===== src/rtl/mwm_pkg.sv =====
package mwm_pkg;

  // Index of each running total inside the accumulator bank and sat_flags
  typedef enum int unsigned {
    ACC_RD_USE  = 0,
    ACC_RD_WORK = 1,
    ACC_WR_USE  = 2,
    ACC_WR_WORK = 3
  } acc_slot_e;

  localparam int unsigned NUM_ACC = 4;

  // Word-transactions for a transfer: ceil to words, ceil to bursts, add turnaround
  function automatic logic [31:0] xact_count(input logic [31:0] len,
                                             input logic [31:0] chan_bytes,
                                             input logic [31:0] burst_words);
    logic [31:0] words;
    logic [31:0] bursts;
    words  = (len + chan_bytes - 32'd1) / chan_bytes;
    bursts = (words + burst_words - 32'd1) / burst_words;
    return bursts * burst_words + 32'd2;
  endfunction

  // Lowest charge for a colliding read: stall window minus the shortest interleaved write
  function automatic logic [31:0] collide_floor(input logic [31:0] stall_slots,
                                                input logic [31:0] chan_bytes,
                                                input logic [31:0] burst_words,
                                                input logic [31:0] min_len);
    logic [31:0] short_wr;
    short_wr = xact_count(min_len, chan_bytes, burst_words);
    return (stall_slots > short_wr) ? (stall_slots - short_wr) : 32'd0;
  endfunction

endpackage


===== src/rtl/mwm_cost.sv =====
module mwm_cost #(
  parameter int unsigned CHAN_BYTES    = 4,
  parameter int unsigned BURST_WORDS   = 4,
  parameter int unsigned STALL_SLOTS   = 24,
  parameter int unsigned MIN_PKT_BYTES = 40,
  parameter int unsigned LEN_W         = 11,
  parameter int unsigned XACT_W        = 13,
  parameter int unsigned WORK_W        = 16
) (
  input  logic [LEN_W-1:0]  len,
  input  logic              is_read,
  input  logic              collide,
  output logic [XACT_W-1:0] xact,
  output logic [WORK_W-1:0] work,
  output logic              penalty_hit
);
  import mwm_pkg::*;

  localparam logic [31:0] FLOOR =
    collide_floor(STALL_SLOTS, CHAN_BYTES, BURST_WORDS, MIN_PKT_BYTES);

  logic [31:0] base_xact;
  logic [31:0] charged;

  always_comb begin
    base_xact   = xact_count(32'(len), CHAN_BYTES, BURST_WORDS);
    penalty_hit = is_read && collide && (FLOOR > base_xact);
    charged     = penalty_hit ? FLOOR : base_xact;
    xact        = XACT_W'(charged);
    work        = WORK_W'(charged * CHAN_BYTES);
  end

endmodule


===== src/rtl/mwm_sat_acc.sv =====
module mwm_sat_acc #(
  parameter int unsigned ACC_W = 48,
  parameter int unsigned ADD_W = 16
) (
  input  logic             clk,
  input  logic             rst_n,
  input  logic             clear,
  input  logic             add_en,
  input  logic [ADD_W-1:0] add_val,
  output logic [ACC_W-1:0] total,
  output logic             sat
);
  logic [ACC_W:0] sum;

  assign sum = {1'b0, total} + (ACC_W+1)'(add_val);

  always_ff @(posedge clk or negedge rst_n) begin
    if (!rst_n) begin
      total <= '0;
      sat   <= 1'b0;
    end else if (clear) begin
      total <= '0;
      sat   <= 1'b0;
    end else if (add_en) begin
      if (sum[ACC_W]) begin
        total <= '1;
        sat   <= 1'b1;
      end else begin
        total <= sum[ACC_W-1:0];
      end
    end
  end

endmodule


===== src/rtl/mem_work_meter.sv =====
module mem_work_meter #(
  parameter int unsigned CHAN_BYTES    = 4,
  parameter int unsigned BURST_WORDS   = 4,
  parameter int unsigned STALL_SLOTS   = 24,
  parameter int unsigned MIN_PKT_BYTES = 40,
  parameter int unsigned LEN_W         = 11,
  parameter int unsigned ACC_W         = 48,
  localparam int unsigned XACT_W       = LEN_W + 2,
  localparam int unsigned WORK_W       = XACT_W + $clog2(CHAN_BYTES + 1)
) (
  input  logic              clk,
  input  logic              rst_n,
  input  logic              acc_clear,
  input  logic              pkt_valid,
  input  logic [LEN_W-1:0]  pkt_len,
  input  logic              pkt_is_read,
  input  logic              pkt_collide,
  output logic              res_valid,
  output logic [XACT_W-1:0] res_xact,
  output logic [WORK_W-1:0] res_work,
  output logic              res_penalty,
  output logic [ACC_W-1:0]  rd_useful,
  output logic [ACC_W-1:0]  rd_work,
  output logic [ACC_W-1:0]  wr_useful,
  output logic [ACC_W-1:0]  wr_work,
  output logic [3:0]        sat_flags
);
  import mwm_pkg::*;

  localparam int unsigned ADD_W = (WORK_W > LEN_W) ? WORK_W : LEN_W;

  // Named internal events
  logic [XACT_W-1:0] cost_xact;
  logic [WORK_W-1:0] cost_work;
  logic              cost_penalty;
  logic [NUM_ACC-1:0] acc_add_en;
  logic [ADD_W-1:0]   acc_add_val [NUM_ACC];
  logic [ACC_W-1:0]   acc_total   [NUM_ACC];

  mwm_cost #(
    .CHAN_BYTES   (CHAN_BYTES),
    .BURST_WORDS  (BURST_WORDS),
    .STALL_SLOTS  (STALL_SLOTS),
    .MIN_PKT_BYTES(MIN_PKT_BYTES),
    .LEN_W        (LEN_W),
    .XACT_W       (XACT_W),
    .WORK_W       (WORK_W)
  ) u_cost (
    .len        (pkt_len),
    .is_read    (pkt_is_read),
    .collide    (pkt_collide),
    .xact       (cost_xact),
    .work       (cost_work),
    .penalty_hit(cost_penalty)
  );

  // Result stage: one register between the accepted descriptor and its price
  always_ff @(posedge clk or negedge rst_n) begin
    if (!rst_n) begin
      res_valid   <= 1'b0;
      res_xact    <= '0;
      res_work    <= '0;
      res_penalty <= 1'b0;
    end else begin
      res_valid <= pkt_valid;
      if (pkt_valid) begin
        res_xact    <= cost_xact;
        res_work    <= cost_work;
        res_penalty <= cost_penalty;
      end
    end
  end

  // Four saturating totals: slots 0,1 read; slots 2,3 write; even = useful, odd = work
  for (genvar gi = 0; gi < NUM_ACC; gi++) begin : g_acc
    localparam bit SLOT_READ = (gi < 2);

    assign acc_add_en[gi] = pkt_valid && (pkt_is_read == SLOT_READ);

    if (gi % 2 == 0) begin : g_useful
      assign acc_add_val[gi] = ADD_W'(pkt_len);
    end else begin : g_work
      assign acc_add_val[gi] = ADD_W'(cost_work);
    end

    mwm_sat_acc #(
      .ACC_W(ACC_W),
      .ADD_W(ADD_W)
    ) u_acc (
      .clk    (clk),
      .rst_n  (rst_n),
      .clear  (acc_clear),
      .add_en (acc_add_en[gi]),
      .add_val(acc_add_val[gi]),
      .total  (acc_total[gi]),
      .sat    (sat_flags[gi])
    );
  end

  assign rd_useful = acc_total[ACC_RD_USE];
  assign rd_work   = acc_total[ACC_RD_WORK];
  assign wr_useful = acc_total[ACC_WR_USE];
  assign wr_work   = acc_total[ACC_WR_WORK];

endmodule


===== config.mk =====
export PLATFORM = sky130hd
export DESIGN_NAME = mem_work_meter
export DESIGN_NICKNAME = d
export VERILOG_FILES = /design/src/rtl/mwm_pkg.sv /design/src/rtl/mwm_cost.sv /design/src/rtl/mwm_sat_acc.sv /design/src/rtl/mem_work_meter.sv
export SDC_FILE = /design/constraint.sdc
export NUM_CORES = 1
export LEC_CHECK = 0
export CORE_UTILIZATION = 52
export DETAILED_ROUTE_END_ITERATION = 16
export HOLD_SLACK_MARGIN = 0.12
export MAX_ROUTING_LAYER = met4
export PLACE_DENSITY_LB_ADDON = 0.1
export SKIP_LAST_GASP = 1
export SYNTH_ARGS = -nofsm -noshare
export SYNTH_HDL_FRONTEND = slang
export SYNTH_SLANG_ARGS = --single-unit
export TNS_END_PERCENT = 100

===== constraint.sdc =====
create_clock -name clk -period 3.7 [get_ports clk]
set_input_delay 0.74 -clock clk [delete_from_list [all_inputs] [get_ports clk]]
set_output_delay 0.74 -clock clk [all_outputs]
set_load 0.03 [all_outputs]

==> flow_summary.json <==
{
  "grt_start_max_net_pins": 94,
  "r2r_start": "g_acc[0].u_acc.total[0]",
  "yosys.area_share.simple_pct": 17.1,
  "slew_headroom_pct": 36.5,
  "synth_xor_xnor_area_share_pct": 11.3,
  "period_needed_ns": 5.70,
  "htree_levels": 1,
  "vdd_drop_max_uv": 384,
  "power_w": 0.00631,
  "nets": 1993,
  "synth-edff-count": 0,
  "synth_top_cell_by_area": "dfrtp_1",
  "netlist_top_cells_count": "207 x dfrtp_1, 190 x o21ai_0, 97 x nor2_1, 97 x xnor2_1, 81 x nand2_1",
  "drtIter0Drc": 890,
  "grt_pass1_wl_um": 68500,
  "die_w_um": 161,
  "hold_viol": 0,
  "grt_pass1_vias": 13100,
  "drt-wirelength-per-cell_um": 19.4,
  "grt_util_all_layers_pct": 33.4,
  "yosysMostFrequentCell": "dfrtp_1",
  "synthAdderAreaFrac_pct": 5.52,
  "grt_overflow": 0,
  "status": "finished with violations",
  "syn_avg_cell_area_um2": 8.94,
  "ys_async_sr_fraction_pct": 100,
  "syn_inst": 1475,
  "violations": "setup timing",
  "cts_made_buffers": 25,
  "clk_path_buf_depth": 3,
  "cp-start-kind": "input pin",
  "hold_class": "input pin to asynchronous set/reset pin",
  "synth_top_area_share_pct": 39.3,
  "place.detailed.hpwl_um": 27100,
  "drt_first_pass_iters": 5,
  "setup_violations": 94,
  "path_class": "input pin to flip-flop",
  "p_per_area_mw_per_mm2": 317,
  "num-fill-cells": 1514,
  "core_mm2": 0.0246,
  "yosys-mux-area-fraction_pct": 2.32,
  "worst_pin_slew_ns": 0.951,
  "place_congestion": 0.889,
  "fp.dieArea_mm2": 0.0260,
  "viasPerCell": 5.90,
  "period_share_pct": 154,
  "setup_slack_ns": -2.00,
  "synth_top_family_by_area": "compound AO/OA/AOI/OAI gates",
  "power_leakage_nw": 8.66,
  "seq_area_frac_synth_pct": 39.3,
  "fin_skew_ns": 0.0161,
  "cts_root_buf": "clkbuf_16",
  "clock-sinks": 207,
  "worstPathMaxFanout": 5,
  "cpPeakStageDelay_ns": 0.43,
  "rsz0062_at_grt": "true",
  "synth_compound_area_share_pct": 19.0,
  "clkSlewWorstSetupHoldPaths_ns": 0.06,
  "final_max_slew_viol_count": 0,
  "cp-end-kind": "flip-flop",
  "slowest_stage": "or4_4",
  "maxCapViolations": 0,
  "cp-startpoint": "pkt_len[3]",
  "worstPathRequired_ns": 4.09,
  "yosys_warnings": 0,
  "arrival_ns": 6.10,
  "synthTopCellsByArea": "dfrtp_1 39%, o21ai_0 7.2%, xnor2_1 6.4%, ha_1 4.8%, xor2_1 4.7%",
  "netlist_area_mm2": 0.0132,
  "die_h_um": 161,
  "utilization_pct": 80.9,
  "rows": 57,
  "synth_ff_type": "dfrtp_1",
  "area_growth_pct": 50.9,
  "num_io_pins": 244,
  "synth-seq-cells": 207,
  "vias": 13300,
  "clock_latency_ns": 0.54,
  "timing.fmax_ghz": 0.175,
  "start_util_pct": 53.6,
  "antenna_left": 0,
  "wl_um": 43900,
  "cts_tree": "built",
  "drive_above_1_share_pct": 26.0,
  "numPortBuffers": 239,
  "antenna_found_initial": 1,
  "drcViolationCount": 0,
  "hold_ws_ns": 0.243,
  "synthDistinctLibCells": 78
}
## kinds of logic after synthesis
kind of cell / count (synthesis)
AND/OR/NAND/NOR: 441
flip-flops: 207
buffers and inverters: 160
multiplexers: 29
adder cells (fa/ha/maj): 56
AO/OA/AOI/OAI: 412
XOR/XNOR: 169
other: 1
## layout make-up
| class | count | area [µm²] | area share (%) |
|---|---|---|---|
| tap | 324 | 405 | 2.04 |
| inverter | 62 | 233 | 1.17 |
| clock buffer | 36 | 717 | 3.60 |
| timing repair buffer | 514 | 4830 | 24.3 |
| antenna | 1 | 2.50 | 0.0126 |
| clock inverter | 6 | 86.3 | 0.434 |
| sequential | 207 | 5180 | 26.0 |
| multi-input combinational | 1111 | 8450 | 42.5 |
## layer usage
| metal | part of all wire [%] | up-vias | track usage [%] |
|---|---|---|---|
| met3 | 6.6 | 148 | 4.98 |
| li1 | - | 6127 | - |
| met2 | 49 | 556 | 54.2 |
| met4 | 3.8 | 0 | 11.0 |
| met1 | 41 | 6501 | 42.8 |
| met5 | 0 | - | - |
## path summary, 6_finish.rpt
kind | end | slack [ns] | cells past startpoint
setup / recovery | g_acc[3].u_acc.total[28] | -2.00 | 29
hold / removal | g_acc[1].u_acc.total[23] | 0.24 | 1
setup reg to reg | g_acc[0].u_acc.total[37] | 0.53 | 13
hold reg to reg | g_acc[1].u_acc.sat | 0.48 | 1
max in group asynchronous | g_acc[2].u_acc.total[5] | 2.57 | 2
min in group clk | g_acc[1].u_acc.sat | 0.48 | 1
## power by group
group          internal [W]  total [W]  switching (W)
Sequential          0.00232    0.00239      0.0000646
Clock               0.00147    0.00245       0.000981
Combinational      0.000655    0.00147       0.000812
## placed cells by master, fill, tap and decap left out, types with 68 or more instances in the layout
master,n
nand3_1,69
o21ai_0,99
dfrtp_1,207
nand2_1,77
nor2_1,88
o21ai_1,68
clkdlybuf4s50_1,228
buf_4,224
xnor2_1,84
## registers in the layout, summed over array words and instances (netlist names)
signal,cells
res_xact,11
res_penalty,1
g_acc.u_acc.total,188
g_acc.u_acc.sat,4
res_work,2
res_valid,1
## worst max-delay path: cells and delay by family
kind / cells / cell delay (ns)
compound gates: 13 / 2.27
xor+xnor: 1 / 0.18
fa+ha+maj: 3 / 0.68
buf+inv: 5 / 0.60
simple gates: 7 / 1.63
## stage by stage
stage | instances | worst slack, ns | setup TNS, ns | cell area (µm²)
3_3_place_gp | 2140 | -2.99 | -298.44 | 17400
5_1_grt | 2261 | -2.11 | -170.03 | 19900
6_report | 2261 | -2.00 | -156.45 | 19900
2_1_floorplan | 1478 | -2.02 | -182.30 | 13600
4_1_cts | 2239 | -1.57 | -129.82 | 19600
3_5_place_dp | 2140 | -3.09 | -311.78 | 17400
## what timing repair did
action | 4_1_cts | 5_1_grt
setup buffers | 50 | 24
setup endpoints to repair | 102 | 94
pin swaps | 66 | 49
gates cloned | 10 | 0
hold buffers | 0 | 0
gates resized for setup | 223 | 37
No activity file was read; power rests on OpenSTA's default activity.
